[src/rtl/pwm_pkg.sv]
package pwm_pkg;
  typedef enum logic [1:0] {OUT_OFF = 2'b00, OUT_TOG = 2'b01, OUT_NINV = 2'b10, OUT_INV = 2'b11} out_mode_e;

  localparam logic [2:0] TOP_FIX8  = 3'd0;
  localparam logic [2:0] TOP_FIX9  = 3'd1;
  localparam logic [2:0] TOP_FIX10 = 3'd2;
  localparam logic [2:0] TOP_CMPA  = 3'd3;
  localparam logic [2:0] TOP_LIMIT = 3'd4;

  localparam logic [1:0] SEL_A     = 2'd0;
  localparam logic [1:0] SEL_B     = 2'd1;
  localparam logic [1:0] SEL_LIMIT = 2'd2;

  // fixed count limits for the width-based selectors
  function automatic logic [31:0] fixed_top(input logic [2:0] sel);
    case (sel)
      TOP_FIX9:  return 32'd511;
      TOP_FIX10: return 32'd1023;
      default:   return 32'd255;
    endcase
  endfunction

  // non-inverting PWM level for a given counter state
  function automatic logic pwm_high(input logic dual, input logic down,
                                    input logic [31:0] cnt, input logic [31:0] cmp,
                                    input logic [31:0] top);
    if (!dual) return (cmp >= top) || (cnt < cmp);
    if (down) return cnt <= cmp;
    return cnt < cmp;
  endfunction
endpackage

[src/rtl/pwm_counter.sv]
module pwm_counter #(
  parameter int W = 16
) (
  input  logic         clk,
  input  logic         rst_n,
  input  logic         tick,
  input  logic         dual,
  input  logic [W-1:0] top,
  output logic [W-1:0] cnt,
  output logic         down,
  output logic         evt_ovf,
  output logic         evt_upd
);
  logic [W-1:0] cnt_q, cnt_n;
  logic         down_q, down_n;
  logic [W:0]   cnt_inc;
  logic         at_top, at_bot;

  always_comb begin
    cnt_inc = {1'b0, cnt_q} + {{W{1'b0}}, 1'b1};
    if (dual) at_top = !down_q && (cnt_inc >= {1'b0, top});
    else      at_top = cnt_q >= top;
    at_bot = dual && down_q && (cnt_q <= W'(1));
    cnt_n  = cnt_q;
    down_n = down_q;
    if (!dual) begin
      down_n = 1'b0;
      cnt_n  = at_top ? '0 : cnt_inc[W-1:0];
    end else if (at_top) begin
      cnt_n  = top;
      down_n = 1'b1;
    end else if (at_bot) begin
      cnt_n  = '0;
      down_n = 1'b0;
    end else if (down_q) begin
      cnt_n = cnt_q - W'(1);
    end else begin
      cnt_n = cnt_inc[W-1:0];
    end
  end

  assign evt_upd = tick && at_top;
  assign evt_ovf = tick && (dual ? at_bot : at_top);
  assign cnt     = cnt_q;
  assign down    = down_q;

  always_ff @(posedge clk) begin
    if (!rst_n) begin
      cnt_q  <= '0;
      down_q <= 1'b0;
    end else if (tick) begin
      cnt_q  <= cnt_n;
      down_q <= down_n;
    end
  end

  AST_CNT_BOUND: assert property (@(posedge clk) disable iff (!rst_n)
    (cnt_q <= top) |=> ((cnt_q <= top) || !$stable(top)));
endmodule

[src/rtl/pwm_cmp_buf.sv]
module pwm_cmp_buf #(
  parameter int W = 16
) (
  input  logic         clk,
  input  logic         rst_n,
  input  logic         wr,
  input  logic [W-1:0] wdata,
  input  logic         upd,
  output logic [W-1:0] active
);
  logic [W-1:0] buf_q, act_q;

  always_ff @(posedge clk) begin
    if (!rst_n) begin
      buf_q <= '0;
      act_q <= '0;
    end else begin
      if (wr)  buf_q <= wdata;
      if (upd) act_q <= buf_q;
    end
  end

  assign active = act_q;

  AST_BUF_HOLD: assert property (@(posedge clk) disable iff (!rst_n)
    !upd |=> $stable(act_q));
endmodule

[src/rtl/pwm_chan.sv]
module pwm_chan #(
  parameter int W = 16
) (
  input  logic              clk,
  input  logic              rst_n,
  input  logic              tick,
  input  logic              dual,
  input  logic              down,
  input  logic [W-1:0]      cnt,
  input  logic [W-1:0]      top,
  input  logic [W-1:0]      cmp,
  input  pwm_pkg::out_mode_e mode,
  input  logic              hold_pwm,
  output logic              pin,
  output logic              match
);
  import pwm_pkg::*;

  logic tog_q, tog_n, level, pin_q, pin_n;

  assign match = tick && (cnt == cmp);
  assign tog_n = tog_q ^ match;
  assign level = pwm_high(dual, down, 32'(cnt), 32'(cmp), 32'(top));

  always_comb begin
    case (mode)
      OUT_OFF:  pin_n = 1'b0;
      OUT_TOG:  pin_n = tog_n;
      OUT_NINV: pin_n = !hold_pwm && level;
      OUT_INV:  pin_n = !hold_pwm && !level;
      default:  pin_n = 1'b0;
    endcase
  end

  always_ff @(posedge clk) begin
    if (!rst_n) begin
      tog_q <= 1'b0;
      pin_q <= 1'b0;
    end else begin
      tog_q <= tog_n;
      pin_q <= pin_n;
    end
  end

  assign pin = pin_q;

  AST_PIN_OFF: assert property (@(posedge clk) disable iff (!rst_n)
    (mode == OUT_OFF) |=> !pin_q);
  AST_ATOP_NO_PWM: assert property (@(posedge clk) disable iff (!rst_n)
    (hold_pwm && mode[1]) |=> !pin_q);
  AST_TOGGLE_FLIP: assert property (@(posedge clk) disable iff (!rst_n)
    (match && mode == OUT_TOG && $stable(mode)) |=> (pin_q != $past(pin_q)));
  AST_ZERO_LOW: assert property (@(posedge clk) disable iff (!rst_n)
    (!hold_pwm && mode == OUT_NINV && cmp == '0 && top != '0 && !down) |=> !pin_q);
endmodule

[src/rtl/pwm_timer.sv]
module pwm_timer #(
  parameter int W = 16
) (
  input  logic         clk,
  input  logic         rst_n,
  input  logic         tick,
  input  logic         dual_slope,
  input  logic [2:0]   top_src,
  input  logic [1:0]   out_mode_a,
  input  logic [1:0]   out_mode_b,
  input  logic         wr_en,
  input  logic [1:0]   wr_sel,
  input  logic [W-1:0] wr_data,
  output logic         pin_a,
  output logic         pin_b,
  output logic         ovf_flag,
  output logic         match_a_flag,
  output logic         match_b_flag
);
  import pwm_pkg::*;

  localparam int NCH = 2;

  logic [W-1:0] limit_q, top_w;
  logic [W-1:0] cnt;
  logic         down, evt_ovf, evt_upd, a_is_top;
  logic [W-1:0] cmp_act [NCH];
  logic [NCH-1:0] pin_v, match_v;
  logic [1:0]   mode_v [NCH];
  logic         ovf_q, mta_q, mtb_q;

  assign mode_v[0] = out_mode_a;
  assign mode_v[1] = out_mode_b;
  assign a_is_top  = (top_src == TOP_CMPA);

  always_comb begin
    case (top_src)
      TOP_CMPA:  top_w = cmp_act[0];
      TOP_LIMIT: top_w = limit_q;
      default:   top_w = W'(fixed_top(top_src));
    endcase
  end

  always_ff @(posedge clk) begin
    if (!rst_n) limit_q <= '0;
    else if (wr_en && wr_sel == SEL_LIMIT) limit_q <= wr_data;
  end

  pwm_counter #(.W(W)) u_cnt (
    .clk(clk), .rst_n(rst_n), .tick(tick), .dual(dual_slope), .top(top_w),
    .cnt(cnt), .down(down), .evt_ovf(evt_ovf), .evt_upd(evt_upd)
  );

  for (genvar ch = 0; ch < NCH; ch++) begin : g_ch
    pwm_cmp_buf #(.W(W)) u_buf (
      .clk(clk), .rst_n(rst_n),
      .wr(wr_en && wr_sel == 2'(ch)), .wdata(wr_data),
      .upd(evt_upd), .active(cmp_act[ch])
    );
    pwm_chan #(.W(W)) u_chan (
      .clk(clk), .rst_n(rst_n), .tick(tick), .dual(dual_slope), .down(down),
      .cnt(cnt), .top(top_w), .cmp(cmp_act[ch]), .mode(out_mode_e'(mode_v[ch])),
      .hold_pwm((ch == 0) && a_is_top), .pin(pin_v[ch]), .match(match_v[ch])
    );
  end

  always_ff @(posedge clk) begin
    if (!rst_n) begin
      ovf_q <= 1'b0;
      mta_q <= 1'b0;
      mtb_q <= 1'b0;
    end else begin
      ovf_q <= evt_ovf;
      mta_q <= match_v[0];
      mtb_q <= match_v[1];
    end
  end

  assign pin_a        = pin_v[0];
  assign pin_b        = pin_v[1];
  assign ovf_flag     = ovf_q;
  assign match_a_flag = mta_q;
  assign match_b_flag = mtb_q;

  AST_OVF_PULSE: assert property (@(posedge clk) disable iff (!rst_n)
    (ovf_q && top_w > W'(1)) |=> !ovf_q);
endmodule

[config.mk]
export PLATFORM = sky130hd
export DESIGN_NAME = pwm_timer
export DESIGN_NICKNAME = d
export VERILOG_FILES = /design/src/rtl/pwm_pkg.sv /design/src/rtl/pwm_counter.sv /design/src/rtl/pwm_cmp_buf.sv /design/src/rtl/pwm_chan.sv /design/src/rtl/pwm_timer.sv
export SDC_FILE = /design/constraint.sdc
export NUM_CORES = 1
export LEC_CHECK = 0
export BUFFER_PORTS_ARGS = -buffer_cell sky130_fd_sc_hd__buf_2
export CORE_MARGIN = 10
export CORE_UTILIZATION = 70
export CTS_BUF_LIST = sky130_fd_sc_hd__clkbuf_8
export DETAILED_ROUTE_END_ITERATION = 8
export GPL_ROUTABILITY_DRIVEN = 0
export GPL_TIMING_DRIVEN = 0
export PLACE_DENSITY = 0.89
export SLEW_MARGIN = 25
export SYNTH_ARGS = -nofsm -noshare
export SYNTH_HDL_FRONTEND = slang
export SYNTH_HIERARCHICAL = 1
export SYNTH_SLANG_ARGS = --single-unit
[constraint.sdc]
create_clock -name clk -period 9.63 [get_ports clk]
set_clock_uncertainty 0.15 [all_clocks]
set_input_delay 2.4075 -clock clk [delete_from_list [all_inputs] [get_ports clk]]
set_output_delay 2.4075 -clock clk [all_outputs]
set_load 0.02 [all_outputs]
==> Word level (Yosys, flattened, before mapping) <==
Index checks and enable logic that the tools add are counted.
{ "totals": {"output_inout_bits": 5, "register_bits": 104, "wordCells": 88} }
{ "classes": {"addsub": 2, "n_reduce_logical": 22, "order_cmp": 9, "muxes": 24, "bitwise": 2, "n_eq_ne": 15} }
{ "ops": {"columns": ["cell", "n"], "rows": [
  ["two-way mux 16 bit", 5],
  [">= comparator 16 bit", 3],
  ["equality test 16 bit", 2],
  ["less-or-equal comparator 16 bit", 2],
  ["< comparator 16 bit", 2],
  ["one-hot mux 16 bit (2 select lines)", 1],
  ["one-hot mux 10 bit (2 select lines)", 1],
  ["adder 16 x 1 -> 17 bit, second input constant", 1],
  [">= comparator 17 x 16 -> 1 bit", 1],
  ["less-or-equal comparator 16 x 1 -> 1 bit, second input constant", 1],
  ["subtractor 16 x 1 -> 16 bit, second input constant", 1],
  ["two-way mux 1 bit", 15],
  ["logical AND 1 bit", 12],
  ["equality test 2 bit, second input constant", 5],
  ["one-hot mux 1 bit (4 select lines)", 2],
  ["equality test 2 x 1 -> 1 bit, second input constant", 3],
  ["equality test 3 x 2 -> 1 bit, second input constant", 2],
  ["logical NOT 2 bit", 3],
  ["logical NOT 1 bit", 4],
  ["equality test 3 x 1 -> 1 bit, second input constant", 1],
  ["equality test 3 bit, second input constant", 1],
  ["inequality test 3 x 1 -> 1 bit, second input constant", 1],
  ["logical OR 1 bit", 2],
  ["AND reduction 2 bit", 1],
  ["bitwise XOR 1 bit", 2]
]} }

==> Logic depth before layout (Yosys ltp) <==
Gate-level depths: netlist of run 1.
{ "logic_depth": {"word_depth": 12, "ltp_mapped": 20} }

==> By module <==
Netlist of run 1, hierarchy kept.
{ "by_module_without_submodules": {"columns": ["module", "instances", "cells_per_inst", "area_per_inst_um2"], "rows": [
  ["pwm_counter", 1, 343, 2533.7],
  ["pwm_cmp_buf", 2, 103, 1234.9],
  ["pwm_timer", 1, 105, 958.4],
  ["pwm_chan at g_ch[1].u_chan", 1, 129, 929.6],
  ["pwm_chan at g_ch[0].u_chan", 1, 122, 923.4]
]} }

==> Worst setup path after synthesis of run 1 <==
OpenSTA, ideal clock, no wires.
{ "synth_timing": {"path_type": "in2reg", "startpoint": "in top_src[0]", "endpoint": "reg g_ch[0].u_buf.act_q[10]", "required_time_ps": 9364, "n_path_buf": 5, "setup_slack_ps": 3503, "setup_ps": 116, "arrival_ps": 5861, "cell_stages": 17, "path_cell_list": "or3b_1 buf_6 o22a_1 ha_1 nand4b_1 nand2_1 o21ai_0 a221oi_1 nand2b_1 buf_2 buf_2 nor2_1 nor3_1 buf_6 buf_12 mux2i_1 nor2b_1"} }
{ "synth_via": {"word_cells_on_any_way": 11, "cone_classes": "2 x order compare; 4 x eq/ne; 3 x mux; 2 x reduce/logical"} }
{ "synth_lines": {"columns": ["element", "line", "text"], "rows": [
  ["from (decl)", "pwm_timer.sv:8", "input logic [2:0] top_src,"],
  ["equality test 3 bit / equality test 3 x 2 -> 1 bit (equally long branches)", "pwm_timer.sv:37", "case (top_src)"],
  ["one-hot mux 16 bit (2 select lines) *", "pwm_timer.sv:37", null],
  ["named net top_w[0]", "pwm_timer.sv:24", "logic [W-1:0] limit_q, top_w;"],
  [">= comparator 17 x 16 -> 1 bit", "pwm_counter.sv:21", "if (dual) at_top = !down_q && (cnt_inc >= {1'b0, top});"],
  ["logical AND 1 bit", "pwm_counter.sv:21", null],
  ["two-way mux 1 bit *", "pwm_counter.sv:21", null],
  ["logical AND 1 bit *", "pwm_counter.sv:42", "assign evt_upd = tick && at_top;"],
  ["named net evt_upd", "pwm_timer.sv:26", "logic down, evt_ovf, evt_upd, a_is_top;"],
  ["to (signal assigned)", "pwm_cmp_buf.sv:19", "if (upd) act_q <= buf_q;"],
  ["to (decl)", "pwm_cmp_buf.sv:11", "logic [W-1:0] buf_q, act_q;"]
]} }
The timed path passes the listed nets; every way through them passes the cells marked *.
A chain may end at the register's enable or synchronous reset.

==> Worst setup path after layout of run 1 <==
{ "layout_timing": {"startpoint": "in top_src[2]", "endpoint": "reg g_ch[1].u_buf.act_q[12]"} }
{ "layout_via": {"word_cells_on_any_way": 11, "cone_classes": "2 x order compare; 4 x eq/ne; 3 x mux; 2 x reduce/logical"} }
{ "layout_lines": {"columns": ["element", "line"], "rows": [
  ["equality test 3 x 2 -> 1 bit *", null],
  ["named net a_is_top", "pwm_timer.sv:26"],
  ["one-hot mux 16 bit (2 select lines) *", "pwm_timer.sv:37"],
  ["named net top_w[12]", "pwm_timer.sv:24"],
  [">= comparator 17 x 16 -> 1 bit", "pwm_counter.sv:21"],
  ["logical AND 1 bit", "pwm_counter.sv:21"],
  ["two-way mux 1 bit *", "pwm_counter.sv:21"],
  ["logical AND 1 bit *", "pwm_counter.sv:42"],
  ["named net evt_upd", "pwm_timer.sv:26"],
  ["to (signal assigned)", "pwm_cmp_buf.sv:19"],
  ["to (decl)", "pwm_cmp_buf.sv:11"]
]} }
Marked as above.

==> key figures, run 1 <==
Timing
  • F_max: 0.1380 GHz
  • Final Hold Fails: 0
  • Slew Limit Fails: 0
  • RSZ-0062 raised after global routing: no
  • Worst Tran Pin Value: 1051 ps
  • Slew headroom: 28.99%
  • Final period util: 75.23%
  • Period minus WS final: 7245 ps
  • Setup-failing EPs final: 0
  • Setup TNS: 0 ps

Finish
  • Finished Layout Cells: 1096
  • Final instance area: 8368 um^2
  • Commonest non-fill, non-tap cell in the layout: dfxtp_1
  • Diode count: 0
  • Most frequent cells in the layout: dfxtp_1, ha_1, inv_1
  • Share of cells above drive strength 1: 9.100%
  • P&R area growth vs syn: 7.077%
  • Final core occ: 76.86%
  • Nets: 1080

Clock network
  • CTS hold repair buffers: 0
  • Root buf cell: clkbuf_8
  • CTS Buffer Depth: 2
  • CTS-repair resized insts: 0
  • Worst-path clk slew: 100 ps
  • Number of buffers created by CTS: 9
  • Clock Sinks: 104
  • CTS tree: done
  • Postcts setup bufs: 0
  • H-tree levels: 3
  • Clock Latency Late Sink: 400 ps

Global route
  • Total GRT Usage: 25.99%
  • Initial antenna violation count: 0
  • Grt total ovfl: 0
  • First-pass GRT wire length: 34.25 mm
  • Number of global-route vias before repair: 6920
  • Largest net degree at the start of global routing: 21

Pwr
  • Lkg Pwr: 3.584 nW
  • Pwr Density: 128.8 nW/um^2
  • Total Power: 0.001078 W
  • Peak VDD IR: 0.1542 mV

Synth
  • Top_reg_cell synth: dfxtp_1
  • Synth Register Bits: 104
  • Seq/Total Area, Yosys: 26.64%
  • Avg Inst Size Synth: 8.635 um^2
  • Post-synth EDFFs: 0
  • Synth Warn #: 6
  • Cells after synthesis: 905
  • Unique masters post-synth: 80
  • Synthesized area: 7815 um^2
  • Asr flop ratio synth: 0%

Worst setup path
  • Crit start category: input pin
  • Endpoint type of the worst setup path: flip-flop
  • Worst EP arrival: 7390 ps
  • Kind of critical path: input pin to flip-flop
  • Critical-path maximum fanout: 10
  • WP data required: 9770 ps

Die
  • Placeable Area: 10890 um^2
  • Die height: 125.7 um
  • Initial Util: 71.78%
  • Die area: 15790 um^2
  • Chip width: 125.7 um
  • IO Count: 35
  • Num rows: 38

Detailed routing
  • Met3 wire length: 1.561 mm
  • Post-route met1 wirelength: 8.800 mm
  • Top Metal Used: met4
  • Post-route DRC: 0
  • Final antenna-violating net count: 0
  • DRT Pass-1 Iters: 6
  • DRT iter0 DRCs: 780
  • Metal2 WL: 9.552 mm
  • DR vias: 7019
  • WL final: 21.06 mm
  • WL/cell: 19.22 um
  • Drt via density: 6.404

Worst hold path
  • Hold Path Class: flip-flop to flip-flop

Place
  • Hpwl dp: 15.94 mm
  • Placed Instance Area: 8169 um^2
  • PortBufs: 34
  • Placed cells: 1080

Status
  • Status: finished clean

Run
  • Max Cap Viol: 0
metal layers:
layer / track usage (%) / vias to the layer above
met5: 0 / -
met4: 15.65 / 0
met3: 6.208 / 106
met2: 41.22 / 381
met1: 31.32 / 3227
li1: - / 3305
area by class of cell:
class                      count  area [um^2]
clock buffer                  11        151.4
timing repair buffer          34        170.2
clock inverter                 5        47.55
multi-input combinational    667         5102
fill                         765         2520
inverter                      94        352.8
sequential                   104         2082
buffer                        41        286.5
tap                          140        175.2
registers in the layout (all words and copies together) (netlist names):
| register | cells |
|---|---|
| ovf_flag | 1 |
| limit_q | 16 |
| g_ch.u_chan/tog_q | 2 |
| g_ch.u_chan/pin | 2 |
| match_a_flag | 1 |
| g_ch.u_buf/buf_q | 32 |
| g_ch.u_buf/active | 32 |
| match_b_flag | 1 |
| u_cnt/down | 1 |
| u_cnt/cnt | 16 |
worst max-delay path: stages:
cell	delay, ps
buf_2	140
nand3b_2	350
inv_1	260
a22o_1	300
inv_1	110
ha_1	310
o21a_1	140
a21oi_1	130
o211a_1	170
a221oi_1	800
nand2b_1	290
buf_2	310
buf_2	320
nor2_1	80
nor3_1	540
buf_6	240
buf_12	160
mux2i_1	230
nor2b_1	80
kinds of logic (layout without fill, tap and decap cells):
kind of cell    Yosys count  in the layout  share of synthesized area (%)
simple gates            288            288                          20.97
compound gates          167            167                          14.54
buf+inv                 135            185                          8.181
flops                   104            104                          26.64
fa+ha+maj                99             99                          15.85
mux                      83             83                          10.63
xor+xnor                 28             28                          3.138
other cells               1              2                        0.04798
power by group:
part	switching [W]	leakage, nW	internal, W
Combinational	0.000193	2.64	0.000135
Sequential	0.0000205	0.845	0.000448
Clock	0.000168	0.0996	0.000113
Yosys cell counts (all sizes together) (5+ instances only):
master  count  area [um^2]
dfxtp     104         2082
or4         6        52.55
a21o        8        60.06
and2        7        43.79
clkbuf     21        78.83
nor2       28        105.1
nand4b      5        43.79
nor4       11        90.08
o31a        7        61.31
or3         6        37.54
buf        20        207.7
and3        8        50.05
inv        94        352.8
o21ai      38        190.2
nand2      79        296.5
xnor2      11        96.34
a21boi      5        37.54
a21oi      38        190.2
xor2       17        148.9
nand2b      5        31.28
a31oi       9        56.30
a22o        6        52.55
nor2b      69        431.7
mux2i      83        830.8
a211oi      8        65.06
nand4      16        112.6
nand3      12        60.06
o22a        8        70.07
ha         99         1239
nor3       11        55.05
worst paths after layout:
path / startpoint / end / slack (ps) / cells after the start
worst max-delay path: top_src[2] / g_ch[1].u_buf/active[12]$_SDFFE_PN0P_ / 2390 / 19
worst min-delay path: limit_q[1]$_SDFFE_PN0P_ / limit_q[1]$_SDFFE_PN0P_ / 320 / 2
worst max register to register: u_cnt/cnt[2]$_SDFFE_PN0P_ / g_ch[1].u_buf/active[12]$_SDFFE_PN0P_ / 3160 / 19
worst min register to register: limit_q[1]$_SDFFE_PN0P_ / limit_q[1]$_SDFFE_PN0P_ / 320 / 2
metrics by stage:
stage | hold WS, ps | worst slack [ps]
global placement | 295.4 | 2368
detailed placement | 296.1 | 2266
global route | 338.6 | 2224
finish | 316.8 | 2385
floorplan | 284.1 | 3503
CTS | 317.1 | 2607
Note: power is estimated with default switching activity, not from simulation.
==> inputs of run 2 (changes only) <==
CORE_UTILIZATION = 58   (was 70)
PLACE_DENSITY = 0.79   (was 0.89)
clock period = 6.5 ns   (was 9.63 ns; I/O delays follow)
==> key figures, run 2 (synthesized netlist as in run 1, its figures left out) <==
Global route
  • Total GRT Usage: 21.84% (was 25.99%)
  • Number of global-route vias before repair: 6417 (was 6920)
  • First-pass GRT wire length: 32.43 mm (was 34.25 mm)
  • Grt total ovfl: 0 (unchanged)
  • Initial antenna violation count: 0 (unchanged)
  • Largest net degree at the start of global routing: 21 (unchanged)

Finish
  • Diode count: 0 (unchanged)
  • Final core occ: 63.74% (was 76.86%)
  • Multi-input logic area: 5115 um^2 (was 5102 um^2)
  • Seq. cell area: 2082 um^2 (unchanged)
  • Share of cells above drive strength 1: 9.205% (was 9.100%)
  • P&R area growth vs syn: 8.005% (was 7.077%)
  • Most frequent cells in the layout: dfxtp_1, ha_1, inv_1 (unchanged)
  • Nets: 1080 (unchanged)
  • Commonest non-fill, non-tap cell in the layout: dfxtp_1 (unchanged)
  • # fillers: 1161 (was 765)

Worst setup path
  • WP data required: 6640 ps (was 9770 ps)
  • Buf/Inv on CP: 6 (was 7)
  • Kind of critical path: input pin to flip-flop (unchanged)
  • Slowest cell delay on critical path: 550 ps (was 800 ps)
  • Crit path cell chain: buf_2 -> nor3b_2 -> o2bb2ai_1 -> inv_1 -> ha_1 -> nand2_1 -> nor3_1 -> o21ai_0 -> a221oi_2 -> nand2b_1 -> buf_2 -> buf_2 -> nor2_1 -> nor3_1 -> buf_6 -> buf_12 -> mux2i_1 -> nor2b_1 (was buf_2 -> nand3b_2 -> inv_1 -> a22o_1 -> inv_1 -> ha_1 -> o21a_1 -> a21oi_1 -> o211a_1 -> a221oi_1 -> nand2b_1 -> buf_2 -> buf_2 -> nor2_1 -> nor3_1 -> buf_6 -> buf_12 -> mux2i_1 -> nor2b_1)
  • Worst path depth: 18 (was 19)
  • R2R depth: 19 (unchanged)
  • Endpoint type of the worst setup path: flip-flop (unchanged)
  • Critical-path maximum fanout: 10 (unchanged)
  • Crit-path leading delay family: simple AND/OR/NAND/NOR gates (was buffers and inverters)
  • CP max stage cell: a221oi_2 (was a221oi_1)
  • CP dominant cell by count: buf_2 (unchanged)
  • Crit start category: input pin (unchanged)
  • Worst EP arrival: 6180 ps (was 7390 ps)

Clock network
  • CTS hold repair buffers: 0 (unchanged)
  • CTS Buffer Depth: 2 (unchanged)
  • Worst-path clk slew: 110 ps (was 100 ps)
  • Number of buffers created by CTS: 9 (unchanged)
  • H-tree levels: 3 (unchanged)
  • Root buf cell: clkbuf_8 (unchanged)
  • Postcts setup bufs: 0 (unchanged)
  • Clock Sinks: 104 (unchanged)
  • CTS-repair resized insts: 0 (unchanged)
  • CTS tree: done (unchanged)
  • Clock Latency Late Sink: 410 ps (was 400 ps)

Place
  • Hpwl dp: 15.90 mm (was 15.94 mm)
  • PortBufs: 34 (unchanged)

Detailed routing
  • Final antenna-violating net count: 0 (unchanged)
  • WL final: 20.40 mm (was 21.06 mm)
  • DRT Pass-1 Iters: 6 (unchanged)
  • WL/cell: 18.02 um (was 19.22 um)
  • Drt via density: 5.992 (was 6.404)
  • DR vias: 6783 (was 7019)
  • Post-route DRC: 0 (unchanged)
  • DRT iter0 DRCs: 648 (was 780)

Run
  • Max Cap Viol: 0 (unchanged)

Timing
  • Period minus WS final: 6043 ps
  • Setup-failing EPs final: 0 (unchanged)
  • Slew headroom: 38.07% (was 28.99%)
  • Final period util: 92.96%
  • Final Hold Fails: 0 (unchanged)
  • Setup TNS: 0 ps (unchanged)
  • F_max: 0.1655 GHz
  • RSZ-0062 raised after global routing: no (unchanged)
  • Worst Tran Pin Value: 905.5 ps (was 1051 ps)
  • Slew Limit Fails: 0 (unchanged)

Die
  • IO Count: 35 (unchanged)
  • Chip width: 136.1 um (was 125.7 um)
  • Die area: 18520 um^2 (was 15790 um^2)
  • Placeable Area: 13240 um^2 (was 10890 um^2)
  • Die height: 136.1 um (was 125.7 um)
  • Initial Util: 59.01% (was 71.78%)
  • Num rows: 42 (was 38)

Pwr
  • Total Power: 0.001629 W (was 0.001078 W)
  • Lkg Pwr: 3.597 nW (was 3.584 nW)
  • Combinational Power Share: 29.5% (was 30.5%)
  • Peak VDD IR: 0.2234 mV (was 0.1542 mV)
  • Sequential share of power: 42.6% (was 43.4%)
  • Clk pwr share: 28.0% (was 26.1%)
  • Pwr Density: 193.1 nW/um^2 (was 128.8 nW/um^2)
  • Int Power: 0.001052 W (was 0.0006958 W)
  • Psw: 0.0005776 W (was 0.0003817 W)
  • Net Sw Frac: 35.45% (was 35.42%)

Status
  • Status: finished clean (unchanged)

Worst hold path
  • Worst hold stages: 2 (unchanged)
  • Hold Path Class: flip-flop to flip-flop (unchanged)
run 2: power by group through the flow:
| stage | sequential [W] | combinational, W | clock [W] |
|---|---|---|---|
| after floorplan | 0.000699 | 0.000348 | 0 |
| after global placement | 0.000706 | 0.000456 | 0 |
| after detailed placement | 0.000707 | 0.000467 | 0 |
| after CTS | 0.000693 | 0.000471 | 0.000463 |
| after global routing | 0.000697 | 0.000522 | 0.000486 |
| final | 0.000694 | 0.000480 | 0.000456 |
run 2: final timing paths:
check	startpoint	endpoint	slack, ps
min	limit_q[4]$_SDFFE_PN0P_	limit_q[4]$_SDFFE_PN0P_	320
max reg2reg	u_cnt/cnt[2]$_SDFFE_PN0P_	g_ch[0].u_buf/active[10]$_SDFFE_PN0P_	680
max	top_src[0]	g_ch[0].u_buf/active[10]$_SDFFE_PN0P_	460
min reg2reg	limit_q[4]$_SDFFE_PN0P_	limit_q[4]$_SDFFE_PN0P_	320
run 2: routing by layer:
metal,vias up,GRT usage (%),part of all wire (%)
met5,-,0,0
met4,0,8.343,2.7
met3,46,3.210,6.0
met2,284,36.18,47
met1,3161,28.02,45
li1,3292,-,-
run 2: final cells by class:
type	count	area share, %
clock inverter	7	1.067
multi-input combinational	667	60.60
sequential	104	24.67
buffer	41	3.395
inverter	94	4.180
clock buffer	9	1.468
tap	176	2.609
timing repair buffer	34	2.016
run 2: worst reg2reg max path, stage by stage (launching register included):
cell and delay (ps):
dfxtp_1 500, clkbuf_1 410, nand3_1 350, nor4_2 510
and3_1 270, xor2_1 220, ha_1 210, o21a_1 120
a21oi_1 130, o211a_1 160, a221oi_2 530, nand2b_1 280
buf_2 310, buf_2 320, nor2_1 70, nor3_1 510
buf_6 240, buf_12 150, mux2i_1 210, nor2b_1 60
run 2: metrics by stage:
stage               instances  hold slack (ps)  setup WS [ps]  cell area (um^2)
CTS                      1132            319.4          351.6              8428
floorplan                 906            284.1           1155              7819
global route             1132            330.9          215.2              8441
detailed placement       1116            300.9         -59.81              8214
global placement         1116            295.8         -9.495              8209
finish                   1132            319.2          457.4              8441
